File: src/rtl/gpio_port_pkg.sv
package gpio_port_pkg;
  typedef enum logic [1:0] {
    SEL_DATA = 2'd0,
    SEL_DIR  = 2'd1,
    SEL_DRV  = 2'd2,
    SEL_IN   = 2'd3
  } reg_sel_e;

  typedef enum logic [1:0] {
    OWN_SW,
    OWN_PWM,
    OWN_SHDN,
    OWN_SPI
  } pin_owner_e;
endpackage

File: src/rtl/gpio_sync.sv
module gpio_sync #(
  parameter int WIDTH  = 8,
  parameter int STAGES = 2
) (
  input  logic             clk_i,
  input  logic             rst_ni,
  input  logic [WIDTH-1:0] d_i,
  output logic [WIDTH-1:0] q_o
);
  localparam int CW = $clog2(STAGES + 1);

  logic [WIDTH-1:0] stage_q [STAGES];

  for (genvar s = 0; s < STAGES; s++) begin : g_stage
    if (s == 0) begin : g_first
      always_ff @(posedge clk_i or negedge rst_ni)
        if (!rst_ni) stage_q[s] <= '0;
        else         stage_q[s] <= d_i;
    end else begin : g_next
      always_ff @(posedge clk_i or negedge rst_ni)
        if (!rst_ni) stage_q[s] <= '0;
        else         stage_q[s] <= stage_q[s-1];
    end
  end

  assign q_o = stage_q[STAGES-1];

  // cycles since reset, saturating at STAGES
  logic [CW-1:0] age_q;
  always_ff @(posedge clk_i or negedge rst_ni)
    if (!rst_ni)                    age_q <= '0;
    else if (age_q != CW'(STAGES))  age_q <= age_q + 1'b1;

  if (STAGES == 2) begin : g_chk2
    a_r9_sync_latency: assert property (@(posedge clk_i) disable iff (!rst_ni)
      (age_q == CW'(STAGES)) |-> (q_o == $past(d_i, 2)));
  end
endmodule

File: src/rtl/gpio_regs.sv
module gpio_regs
  import gpio_port_pkg::*;
#(
  parameter int WIDTH = 8
) (
  input  logic             clk_i,
  input  logic             rst_ni,
  input  logic             we_i,
  input  logic [1:0]       addr_i,
  input  logic [WIDTH-1:0] wdata_i,
  input  logic [WIDTH-1:0] oe_eff_i,
  input  logic [WIDTH-1:0] pad_sync_i,
  output logic [WIDTH-1:0] rdata_o,
  output logic [WIDTH-1:0] data_o,
  output logic [WIDTH-1:0] dir_o,
  output logic [WIDTH-1:0] drv_o
);
  logic [WIDTH-1:0] data_q, dir_q, drv_q;
  reg_sel_e sel;
  assign sel = reg_sel_e'(addr_i);

  always_ff @(posedge clk_i or negedge rst_ni) begin
    if (!rst_ni) begin
      data_q <= '0;
      dir_q  <= '0;
      drv_q  <= '0;
    end else if (we_i) begin
      unique case (sel)
        SEL_DATA: data_q <= wdata_i;
        SEL_DIR:  dir_q  <= wdata_i;
        SEL_DRV:  drv_q  <= wdata_i;
        default:  ;  // input readback is read-only
      endcase
    end
  end

  always_comb begin
    unique case (sel)
      SEL_DATA: rdata_o = (data_q & oe_eff_i) | (pad_sync_i & ~oe_eff_i);
      SEL_DIR:  rdata_o = dir_q;
      SEL_DRV:  rdata_o = drv_q;
      default:  rdata_o = pad_sync_i;
    endcase
  end

  assign data_o = data_q;
  assign dir_o  = dir_q;
  assign drv_o  = drv_q;

  a_r2_dir_hold: assert property (@(posedge clk_i) disable iff (!rst_ni)
    !(we_i && sel == SEL_DIR) |=> $stable(dir_q));
  a_r2_in_readonly: assert property (@(posedge clk_i) disable iff (!rst_ni)
    (we_i && sel == SEL_IN) |=> ($stable(data_q) && $stable(dir_q) && $stable(drv_q)));
  a_r2_data_written: assert property (@(posedge clk_i) disable iff (!rst_ni)
    (we_i && sel == SEL_DATA) |=> (data_q == $past(wdata_i)));
endmodule

File: src/rtl/gpio_pin_arb.sv
module gpio_pin_arb
  import gpio_port_pkg::*;
#(
  parameter bit SPI_OWNED = 1'b0,
  parameter bit SHDN_CAP  = 1'b0
) (
  input  logic clk_i,
  input  logic rst_ni,
  input  logic dir_i,
  input  logic data_i,
  input  logic drv_i,
  input  logic pwm_en_i,
  input  logic pwm_out_i,
  input  logic pwm_shdn_i,
  input  logic spi_en_i,
  input  logic spi_out_i,
  input  logic spi_oe_i,
  output logic oe_o,
  output logic out_o,
  output logic rdrv_o
);
  pin_owner_e owner;

  always_comb begin
    if (SPI_OWNED && spi_en_i)              owner = OWN_SPI;
    else if (pwm_en_i && SHDN_CAP && pwm_shdn_i) owner = OWN_SHDN;
    else if (pwm_en_i)                      owner = OWN_PWM;
    else                                    owner = OWN_SW;
  end

  always_comb begin
    unique case (owner)
      OWN_SPI:  begin oe_o = spi_oe_i; out_o = spi_out_i; end
      OWN_SHDN: begin oe_o = 1'b0;     out_o = 1'b0;      end
      OWN_PWM:  begin oe_o = 1'b1;     out_o = pwm_out_i; end
      default:  begin oe_o = dir_i;    out_o = data_i;    end
    endcase
  end

  assign rdrv_o = drv_i & oe_o;

  a_r8_input_full_drive: assert property (@(posedge clk_i) disable iff (!rst_ni)
    !oe_o |-> !rdrv_o);
  a_r4_pwm_forces_out: assert property (@(posedge clk_i) disable iff (!rst_ni)
    (pwm_en_i && !(SPI_OWNED && spi_en_i) && !(SHDN_CAP && pwm_shdn_i))
      |-> (oe_o && out_o == pwm_out_i));
  a_r6_spi_first: assert property (@(posedge clk_i) disable iff (!rst_ni)
    (SPI_OWNED && spi_en_i) |-> (oe_o == spi_oe_i && out_o == spi_out_i));
  if (SHDN_CAP) begin : g_shdn_chk
    a_r5_shdn_input: assert property (@(posedge clk_i) disable iff (!rst_ni)
      (pwm_en_i && pwm_shdn_i && !(SPI_OWNED && spi_en_i)) |-> !oe_o);
  end
  a_r3_sw_control: assert property (@(posedge clk_i) disable iff (!rst_ni)
    (!pwm_en_i && !(SPI_OWNED && spi_en_i)) |-> (oe_o == dir_i && out_o == data_i));
endmodule

File: src/rtl/gpio_override_port.sv
module gpio_override_port
  import gpio_port_pkg::*;
#(
  parameter int               WIDTH    = 8,
  parameter logic [WIDTH-1:0] SPI_PINS = 8'h1E,
  parameter int               SHDN_PIN = 7,
  parameter int               SYNC_STG = 2
) (
  input  logic             clk_i,
  input  logic             rst_ni,
  input  logic             bus_we_i,
  input  logic [1:0]       bus_addr_i,
  input  logic [WIDTH-1:0] bus_wdata_i,
  output logic [WIDTH-1:0] bus_rdata_o,
  input  logic [WIDTH-1:0] pwm_en_i,
  input  logic [WIDTH-1:0] pwm_out_i,
  input  logic             pwm_shdn_i,
  input  logic             spi_en_i,
  input  logic [WIDTH-1:0] spi_out_i,
  input  logic [WIDTH-1:0] spi_oe_i,
  input  logic [WIDTH-1:0] pad_in_i,
  output logic [WIDTH-1:0] pad_out_o,
  output logic [WIDTH-1:0] pad_oe_o,
  output logic [WIDTH-1:0] pad_rdrv_o
);
  logic [WIDTH-1:0] pad_sync, data_r, dir_r, drv_r;

  gpio_sync #(.WIDTH(WIDTH), .STAGES(SYNC_STG)) u_sync (
    .clk_i (clk_i),
    .rst_ni(rst_ni),
    .d_i   (pad_in_i),
    .q_o   (pad_sync)
  );

  gpio_regs #(.WIDTH(WIDTH)) u_regs (
    .clk_i     (clk_i),
    .rst_ni    (rst_ni),
    .we_i      (bus_we_i),
    .addr_i    (bus_addr_i),
    .wdata_i   (bus_wdata_i),
    .oe_eff_i  (pad_oe_o),
    .pad_sync_i(pad_sync),
    .rdata_o   (bus_rdata_o),
    .data_o    (data_r),
    .dir_o     (dir_r),
    .drv_o     (drv_r)
  );

  for (genvar i = 0; i < WIDTH; i++) begin : g_pin
    gpio_pin_arb #(
      .SPI_OWNED(SPI_PINS[i]),
      .SHDN_CAP (i == SHDN_PIN)
    ) u_arb (
      .clk_i     (clk_i),
      .rst_ni    (rst_ni),
      .dir_i     (dir_r[i]),
      .data_i    (data_r[i]),
      .drv_i     (drv_r[i]),
      .pwm_en_i  (pwm_en_i[i]),
      .pwm_out_i (pwm_out_i[i]),
      .pwm_shdn_i(pwm_shdn_i),
      .spi_en_i  (spi_en_i),
      .spi_out_i (spi_out_i[i]),
      .spi_oe_i  (spi_oe_i[i]),
      .oe_o      (pad_oe_o[i]),
      .out_o     (pad_out_o[i]),
      .rdrv_o    (pad_rdrv_o[i])
    );
  end

  a_r7_spi_off_revert: assert property (@(posedge clk_i) disable iff (!rst_ni)
    (!spi_en_i && pwm_en_i == '0) |-> (pad_oe_o == dir_r && pad_out_o == data_r));
  a_r1_reset_quiet: assert property (@(posedge clk_i)
    $rose(rst_ni) |-> (dir_r == '0 && drv_r == '0 && data_r == '0));
endmodule

File: config.mk
export PLATFORM = sky130hd
export DESIGN_NAME = gpio_override_port
export DESIGN_NICKNAME = d
export VERILOG_FILES = /design/src/rtl/gpio_port_pkg.sv /design/src/rtl/gpio_sync.sv /design/src/rtl/gpio_regs.sv /design/src/rtl/gpio_pin_arb.sv /design/src/rtl/gpio_override_port.sv
export SDC_FILE = /design/constraint.sdc
export NUM_CORES = 1
export LEC_CHECK = 0
export ABC_AREA = 1
export BUFFER_PORTS_ARGS = -buffer_cell sky130_fd_sc_hd__buf_2
export CAP_MARGIN = 5
export CORE_MARGIN = 1.5
export CORE_UTILIZATION = 53
export DETAILED_ROUTE_END_ITERATION = 6
export PLACE_DENSITY = 0.86
export SYNTH_ARGS = -nofsm -noshare
export SYNTH_HDL_FRONTEND = slang
export SYNTH_SLANG_ARGS = --single-unit
File: constraint.sdc
create_clock -name clk_i -period 1.55 [get_ports clk_i]
set_input_delay 0.0775 -clock clk_i [delete_from_list [all_inputs] [get_ports clk_i]]
set_output_delay 0.0775 -clock clk_i [all_outputs]
set_load 0.01 [all_outputs]
**Yosys cells after proc, flatten, opt, wreduce, memory -nomap -nowiden**

Index checks and enable logic that the tools add are counted.

- Bits in writable memories: 0
- Bits in read-only memories: 0
- Latch bits: 0
- Register bits after elaboration: 40
- Bits of input ports: 55
- Memories kept: 0

- $mul: 0
- Div/mod/pow operators: 0
- Order comparisons: 0
- Shifts and indexed selects: 0
- Muxes and demuxes: 30
- Bitwise operators: 12
- Reduce and logical (&&, ||, !) cells: 5
- $add $sub $neg: 0
- Equal/unequal tests: 26

Operators by type and width:

| cell | count |
|---|---|
| 1-bit case mux with 3 select lines | 16 |
| 8-bit case mux with 3 select lines | 1 |
| 2-bit equality test, second input constant | 11 |
| 8-bit AND | 2 |
| 1-bit by 2-bit equality test with 1-bit output, second input constant | 6 |
| 2-bit by 1-bit equality test with 1-bit output, second input constant | 6 |
| 2-bit 2-to-1 mux | 5 |
| 1-bit AND | 8 |
| 1-bit 2-to-1 mux | 8 |
| 8-bit inverter | 1 |
| 8-bit bitwise OR | 1 |
| 2-bit AND reduction | 3 |
| 1-bit equality test, second input constant | 3 |
| 2-bit zero test | 1 |
| 1-bit logical AND | 1 |

**Longest topological paths before layout**

Gate-level depths: netlist of the first run.

- Depth in word-level cells: 8
- Depth in mapped cells: 7

**By module**

From an unflattened synthesis of the first run, not the netlist that was laid out.

- Cell total of the unflattened synthesis: 299
- Area total of the unflattened synthesis: 2282.2 µm²

Modules (own cells, without submodules):

| module | area each (µm²) | cells each | times used |
|---|---|---|---|
| gpio_regs | 1430.1 | 189 | 1 |
| gpio_sync | 460.4 | 24 | 1 |
| gpio_pin_arb at g_pin[1].u_arb ... | 63.8 | 13 | 4 |
| gpio_pin_arb at g_pin[0].u_arb ... | 30.0 | 8 | 3 |
| gpio_pin_arb at g_pin[7].u_arb | 46.3 | 10 | 1 |

**Worst setup path after synthesis of the first run**

OpenSTA, ideal clock, no wires.

- Path kind: flip-flop to output port
- Start point: register u_regs.dir_q[5] (netlist: u_regs.dir_o[5])
- End point: output bus_rdata_o[5]
- Arrival time: 0.850 ns
- Required time: 1.472 ns
- Slack: 0.623 ns
- Cell stages (with the launch flop): 6
- Path buffers: 0
- Path through: dfrtp_1 nor2_1 nand2_1 o21ai_0 nand2_1 nand4_1

- Longest elaborated chain between the ends: 5
- Elaborated cells on any way between the ends: 6

Ends and longest elaborated chain:

| what | RTL line | source |
|---|---|---|
| start, declared | gpio_regs.sv:18 | `logic [WIDTH-1:0] data_q, dir_q, drv_q;` |
| start signal, assigned | gpio_regs.sv:30 | `SEL_DIR: dir_q <= wdata_i;` |
| 1-bit case mux with 3 select lines | gpio_pin_arb.sv:32 | `unique case (owner)` |
| 8-bit inverter | gpio_regs.sv:39 | `SEL_DATA: rdata_o = (data_q & oe_eff_i) \| (pad_sync_i & ~oe_eff_i);` |
| 8-bit AND | gpio_regs.sv:39 |  |
| 8-bit bitwise OR | gpio_regs.sv:39 |  |
| 8-bit case mux with 3 select lines (*) | gpio_regs.sv:38 | `unique case (sel)` |
| end, declared | gpio_override_port.sv:14 | `output logic [WIDTH-1:0] bus_rdata_o,` |

Every way passes the cells marked *; elsewhere a longest branch is shown, timed or not.

**Worst setup path in the final report of the first run**

Ends and elaborated chain as after synthesis.

==> results.sh, run 1 <==
export IMPL_area_growth_pct=18.44
export IMPL_multi_input_area_sq_um=795.8
export IMPL_fin_crit_ps=1421
export IMPL_dr_pass1_iters=4
export IMPL_p_leak_uw=0.001500
export IMPL_post_dp_hpwl_mm=3.279
export IMPL_worstPathRequired_ps=1470
export IMPL_diodes=0
export IMPL_drtAntennaViolNets=0
export IMPL_worst_slack_ps=129.5
export IMPL_crit_arrival_ps=1340
export IMPL_syn_inst=281
export IMPL_place_ws_ps=388.0
export IMPL_syn_nets=336
export IMPL_clock_tree_htree_level_count=2
export IMPL_cts_tree="yes"
export IMPL_maxClockFrequency_mhz=704.0
export IMPL_route_detailed_drc=0
export IMPL_critical_path_class="flop to output port"
export IMPL_overflow=0
export IMPL_synth_seq_cells=40
export IMPL_place_gp_congestion=0.8033
export IMPL_path_clk_slew_ps=70
export IMPL_setup_tns_ps=0
export IMPL_cts_root_buffer="clkbuf_8"
export IMPL_path_buf_inv=1
export IMPL_rsz0062_at_grt="false"
export IMPL_die_x_microns=68.10
export IMPL_grt_pass1_vias=1676
export IMPL_ios=87
export IMPL_outcome="finished, final reports clean"
export IMPL_critPathMaxFanout=4
export IMPL_antenna_found_initial=0
export IMPL_n_fill_cell=350
export IMPL_portBuffers=78
export IMPL_ys_seq_area_frac=0.4457
export IMPL_wl_mm=4.354
export IMPL_clock_latency_ps=270
export IMPL_worstHoldPathType="primary input to flop"
export IMPL_critical_path_top_delay_family="simple AND/OR/NAND/NOR gates"
export IMPL_crit_cells=6
export IMPL_start_util=0.5575
export IMPL_vdd_drop_max_mv=0.6551
export IMPL_critical_path_startpoint_type="flop"
export IMPL_slew_headroom=0.6828
export IMPL_worst_path_largest_cell_delay_ps=410
export IMPL_grt_max_degree=41
export IMPL_final_area_sq_um=2660
export IMPL_drv_cap=0
export IMPL_die_area_sq_um=4637
export IMPL_dr_total_vias=1871
export IMPL_p_per_area_nw_per_um2=962.3
export IMPL_yosysWarnings=0
export IMPL_crit_chain="nor2_2 > nand2_1 > o21ai_0 > nand2_1 > nand4_1 > buf_2"
export IMPL_gr_usage_all_layers=0.2034
export IMPL_seqCellArea_sq_um=1001
export IMPL_post_route_cells_drive_above_1_share=0.3286
export IMPL_final_hold_viol_count=0
export IMPL_crit_path_top_delay_cell="dfrtp_1"
export IMPL_die_h_microns=68.10
export IMPL_synth_avg_cell_area_sq_um=7.993
export IMPL_netlist_area_sq_um=2246
export IMPL_drtIter0Drc=98
export IMPL_numCtsBuffers=5
export IMPL_finalSetupViolCount=0
export IMPL_clk_path_buf_depth=2
export IMPL_synth_cell_types=22
export IMPL_worstMarginPinSlew_ps=475.9
export IMPL_dp_cells=383
export IMPL_grt_pass1_wl_mm=7.127
export IMPL_rows=23
export IMPL_coreArea_sq_um=4029
export IMPL_wl_per_cell_microns=10.89
export IMPL_cts_sinks=40
export IMPL_vias_per_cell=4.678
export IMPL_slew_viol_final=0
export IMPL_place_area_sq_um=2477
export IMPL_postCtsSetupBuffers=0
export IMPL_timing_final_crit_share=0.9165
export IMPL_worst_setup_path_end_kind="output port"
export IMPL_final_nets=404
export IMPL_ff2ff_path_depth=2
export IMPL_layoutNonFillerInstCount=400
export IMPL_cpMostUsedCell="nand2_1"
export IMPL_hold_path_cell_count=3
export IMPL_skew_ps=0.5946
==> kinds of logic after synthesis <==
group,Yosys count,synth area share
buffers and inverters,84,0.2011
flip-flops,40,0.4457
AND/OR/NAND/NOR,113,0.2217
AO/OA/AOI/OAI,44,0.1315
==> state kept, by name, summed over array words and instances, names as in the netlist <==
signal and flops:
u_regs.data_o 8, u_regs.dir_o 8, u_regs.drv_o 8, u_sync.q_o 8, u_sync.stage_q 8
==> routing by layer <==
layer / global-route usage / vias up / part of all wire
li1: - / 980 / -
met1: 0.2505 / 845 / 0.44
met3: 0.04112 / 2 / 0.043
met2: 0.3714 / 44 / 0.51
met5: 0 / - / 0
met4: 0.03500 / 0 / 0.0028
==> metrics by stage <==
| step | power, uW | hold slack, ps | util |
|---|---|---|---|
| 6_report | 2560 | 88.49 | 0.6602 |
| 5_1_grt | 2732 | 105.4 | 0.6602 |
| 4_1_cts | 2584 | 89.35 | 0.6596 |
| 3_5_place_dp | 1896 | 162.0 | 0.6149 |
| 3_3_place_gp | 1873 | 150.1 | 0.6149 |
| 2_1_floorplan | 1744 | -218.1 | - |
==> cells in the final DEF (no fill, tap or decap), drive strengths merged <==
cell,netlist,routed
nand2,77,77
clkbuf,0,8
nand4,2,2
o21ai,32,32
dlygate4sd3,0,9
a21oi,4,4
a22oi,3,3
o22ai,4,4
dfrtp,40,40
buf,28,80
o211ai,1,1
inv,56,56
nand3b,2,2
nor2,15,15
nand3,17,17
==> worst paths after layout <==
path | startpoint | endpoint | slack (ps)
min in group asynchronous | rst_ni | u_regs.data_o[7] | 430
min | bus_wdata_i[6] | u_regs.dir_o[6] | 90
min reg2reg | u_sync.stage_q[15] | u_sync.q_o[7] | 350
max | u_regs.dir_o[5] | bus_rdata_o[5] | 130
max in group asynchronous | rst_ni | u_regs.drv_o[5] | 790
max reg2reg | u_regs.data_o[1] | u_regs.data_o[1] | 880
==> worst register-to-register path: stages, from the launching register on <==
cell,delay [ps]
dfrtp_1,410
nand2_1,70
o21ai_1,70
==> cells in the mapped netlist <==
| cell | number | area [sq um] |
|---|---|---|
| dfrtp_1 | 40 | 1001 |
| a21oi_1 | 4 | 20.02 |
| o21ai_0 | 8 | 40.04 |
| a22oi_1 | 3 | 22.52 |
| o21ai_2 | 16 | 140.1 |
| o211ai_1 | 1 | 7.510 |
| nand2_1 | 68 | 255.2 |
| nor2_1 | 14 | 52.55 |
| buf_12 | 2 | 40.04 |
| buf_2 | 1 | 5.000 |
| inv_4 | 2 | 12.51 |
| nand3_1 | 17 | 85.08 |
| buf_4 | 24 | 180.2 |
| nand4_1 | 2 | 12.51 |
| buf_6 | 1 | 11.26 |
| o21ai_1 | 8 | 40.04 |
| nor2_4 | 1 | 11.26 |
| o22ai_1 | 4 | 25.02 |
| inv_1 | 54 | 202.7 |
| nand2_2 | 7 | 43.79 |
| nand2_4 | 2 | 22.52 |
| nand3b_1 | 2 | 15.01 |
==> timing repair <==
item,4_1_cts,5_1_grt
endpoints found under the setup margin,0,1
hold endpoints to repair,48,0
resized for setup,0,1
hold buffers,9,0
==> area by class of cell <==
type | instances | area share
Sequential cell | 40 | 0.3763
Multi-Input combinational cell | 157 | 0.2992
Timing Repair Buffer | 89 | 0.1863
Inverter | 56 | 0.08090
Clock buffer | 8 | 0.03387
Tap cell | 50 | 0.02352
==> report_power, final <==
group          internal (uW)  switching (uW)  total (uW)
combinational            280             375         655
clock                    362             306         669
sequential              1160            71.8        1240
total                   1810             753        2560
(Power assumes the default switching activity.)
==> run 2, diff against run 1 <==
--- a/config.mk
+++ b/config.mk
@@ -9,9 +9,10 @@
 export BUFFER_PORTS_ARGS = -buffer_cell sky130_fd_sc_hd__buf_2
 export CAP_MARGIN = 5
 export CORE_MARGIN = 1.5
-export CORE_UTILIZATION = 53
+export CORE_UTILIZATION = 44
 export DETAILED_ROUTE_END_ITERATION = 6
-export PLACE_DENSITY = 0.86
+export PLACE_DENSITY = 0.76
+export SETUP_SLACK_MARGIN = 0.15
 export SYNTH_ARGS = -nofsm -noshare
 export SYNTH_HDL_FRONTEND = slang
 export SYNTH_SLANG_ARGS = --single-unit
==> constraint.sdc (replaced) <==
create_clock -name clk_i -period 1.3 [get_ports clk_i]
set_input_delay 0.065 -clock clk_i [delete_from_list [all_inputs] [get_ports clk_i]]
set_output_delay 0.065 -clock clk_i [all_outputs]
set_load 0.01 [all_outputs]
==> run 2 against run 1 <==
The run now ends with negative setup slack left; utilization fell by 3.9 points; non-clock buffer count rose by 17; critical path depth stayed put; combinational power is 56% higher; clock power is 28% higher; critical path type unchanged; critical endpoint unchanged; largest power group unchanged.
==> results.sh, run 2 (synthesis gave the netlist of run 1 again) <==
export IMPL_regToRegEndpoint="u_regs.dir_o[5]"
export IMPL_worst_slack_ps=-51.82
export IMPL_grt_pass1_wl_mm=7.907
export IMPL_critPathMaxFanout=4
export IMPL_drv_cap=0
export IMPL_fin_crit_ps=1352
export IMPL_p_int_uw=2349
export IMPL_post_dp_hpwl_mm=3.576
export IMPL_final_cell_mix="70 x buf_2, 56 x nand2_1, 43 x inv_1"
export IMPL_worst_setup_path_end_kind="output port"
export IMPL_dr_total_vias=1971
export IMPL_regToRegSetupSlack_ps=490
export IMPL_clock_latency_ps=280
export IMPL_wl_mm=5.040
export IMPL_power_uw=3357
export IMPL_outcome="complete, but fails checks"
export IMPL_r2r_start="u_regs.dir_o[5]"
export IMPL_skew_ps=0.2277
export IMPL_cts_root_buffer="clkbuf_8"
export IMPL_start_util=0.4662
export IMPL_critical_path_class="flop to output port"
export IMPL_layoutNonFillerInstCount=433
export IMPL_min_to="u_regs.drv_o[4]"
export IMPL_worstPathRequired_ps=1240
export IMPL_p_leak_uw=0.001625
export IMPL_die_area_sq_um=5542
export IMPL_slew_headroom=0.7400
export IMPL_cpMostUsedCell="nand2_1"
export IMPL_path_clk_slew_ps=70
export IMPL_pwr_share_clk=0.254
export IMPL_min_from="bus_wdata_i[4]"
export IMPL_area_growth_pct=33.15
export IMPL_worstMarginPinSlew_ps=390.0
export IMPL_p_per_area_nw_per_um2=1122
export IMPL_cts_sinks=40
export IMPL_final_hold_viol_count=0
export IMPL_rsz0062_at_grt="true"
export IMPL_vdd_drop_max_mv=0.6184
export IMPL_crit_chain="nor2_4 > nand2_1 > o21ai_1 > nand2_1 > nand4_1 > buf_2"
export IMPL_dr_pass1_iters=4
export IMPL_antenna_found_initial=0
export IMPL_worstHoldPathType="primary input to flop"
export IMPL_crit_path_top_delay_cell="dfrtp_1"
export IMPL_final_common_cell="buf_2"
export IMPL_overflow=0
export IMPL_clock_tree_htree_level_count=2
export IMPL_timing_final_crit_share=1.040
export IMPL_clk_path_buf_depth=2
export IMPL_p_sw_frac=0.3002
export IMPL_ios=87
export IMPL_critical_path_top_delay_family="flip-flops"
export IMPL_grt_pass1_vias=1847
export IMPL_maxClockFrequency_mhz=739.7
export IMPL_die_h_microns=74.45
export IMPL_final_nets=421
export IMPL_wl_per_cell_microns=11.64
export IMPL_hold_path_cell_count=3
export IMPL_critical_path_startpoint_type="flop"
export IMPL_dp_cells=400
export IMPL_finalSetupViolCount=6
export IMPL_crit_arrival_ps=1290
export IMPL_power_switching_uw=1008
export IMPL_place_gp_congestion=0.8010
export IMPL_gr_usage_all_layers=0.1891
export IMPL_post_route_cells_drive_above_1_share=0.4563
export IMPL_portBuffers=78
export IMPL_vias_per_cell=4.552
export IMPL_route_detailed_drc=0
export IMPL_crit_cells=6
export IMPL_worst_path_largest_cell_delay_ps=420
export IMPL_die_x_microns=74.45
export IMPL_rows=25
export IMPL_violations="negative setup slack"
export IMPL_drtAntennaViolNets=0
export IMPL_numCtsBuffers=5
export IMPL_slew_viol_final=0
export IMPL_grt_max_degree=26
export IMPL_seqPwrFrac=0.441
export IMPL_coreArea_sq_um=4817
export IMPL_drtIter0Drc=65
export IMPL_path_buf_inv=1
export IMPL_cts_tree="yes"
export IMPL_diodes=0
export IMPL_ff2ff_path_depth=3
export IMPL_pwr_share_comb=0.305
## run 2: stage by stage
stage	setup TNS (ps)	area (sq um)	setup slack (ps)	utilization	hold WS, ps
after detailed placement	0	2511	151.5	0.5213	12.26
after CTS	-40.03	2873	-40.03	0.5964	68.89
after global routing	-759.8	2990	-134.6	0.6208	76.27
after floorplan	0	2246	385.2	-	-230.6
after global placement	0	2511	232.3	0.5213	9.295
final	-223.3	2990	-51.82	0.6208	73.50
## run 2: what timing repair did
action	CTS	global route
cloned	0	0
pin swaps	9	8
setup buffers	12	5
hold buffers	9	0
gates resized for setup	36	22
endpoints found under the hold margin	23	0
setup endpoints to repair	20	23
## run 2: how the worst max path moves through the flow
stage	from	to	slack (ps)
after global routing	u_regs.dir_o[2]	bus_rdata_o[2]	-130
final	u_regs.dir_o[5]	bus_rdata_o[5]	-50
after detailed placement	u_regs.dir_o[5]	bus_rdata_o[5]	150
after global placement	u_regs.dir_o[5]	bus_rdata_o[5]	230
after CTS	u_regs.dir_o[5]	bus_rdata_o[5]	-40
after floorplan	u_regs.dir_o[5]	bus_rdata_o[5]	390
## run 2: worst register-to-register path: cells and delay by family, from the launching register on
family                 cells  cell delay [ps]
AOI/OAI and AO/OA          1               60
and+or+nand+nor            1               60
buffers and inverters      1              160
DFF                        1              420
## run 2: power by group through the flow
stage | clock network (uW) | registers (uW) | logic (uW)
global placement | 0 | 1490 | 756
detailed placement | 0 | 1500 | 778
CTS | 893 | 1470 | 929
finish | 853 | 1480 | 1020
floorplan | 0 | 1470 | 605
global route | 949 | 1490 | 1130
## run 2: per-layer routing
| layer | vias to the layer above | share of wire | global-route usage | wire length (microns) |
|---|---|---|---|---|
| met5 | - | 0 | 0 | 0 |
| met4 | 0 | 0.012 | 0.04848 | 59 |
| met3 | 7 | 0.031 | 0.03388 | 157 |
| met2 | 47 | 0.51 | 0.3442 | 2586 |
| met1 | 904 | 0.44 | 0.2311 | 2236 |
| li1 | 1013 | - | - | - |
## run 2: final cells by class
class	count	area [sq um]
Clock buffer	7	96.34
Tap cell	67	83.83
Multi-Input combinational cell	157	875.8
Timing Repair Buffer	106	715.7
Inverter	56	217.7
Fill cell	447	1827
Sequential cell	40	1001
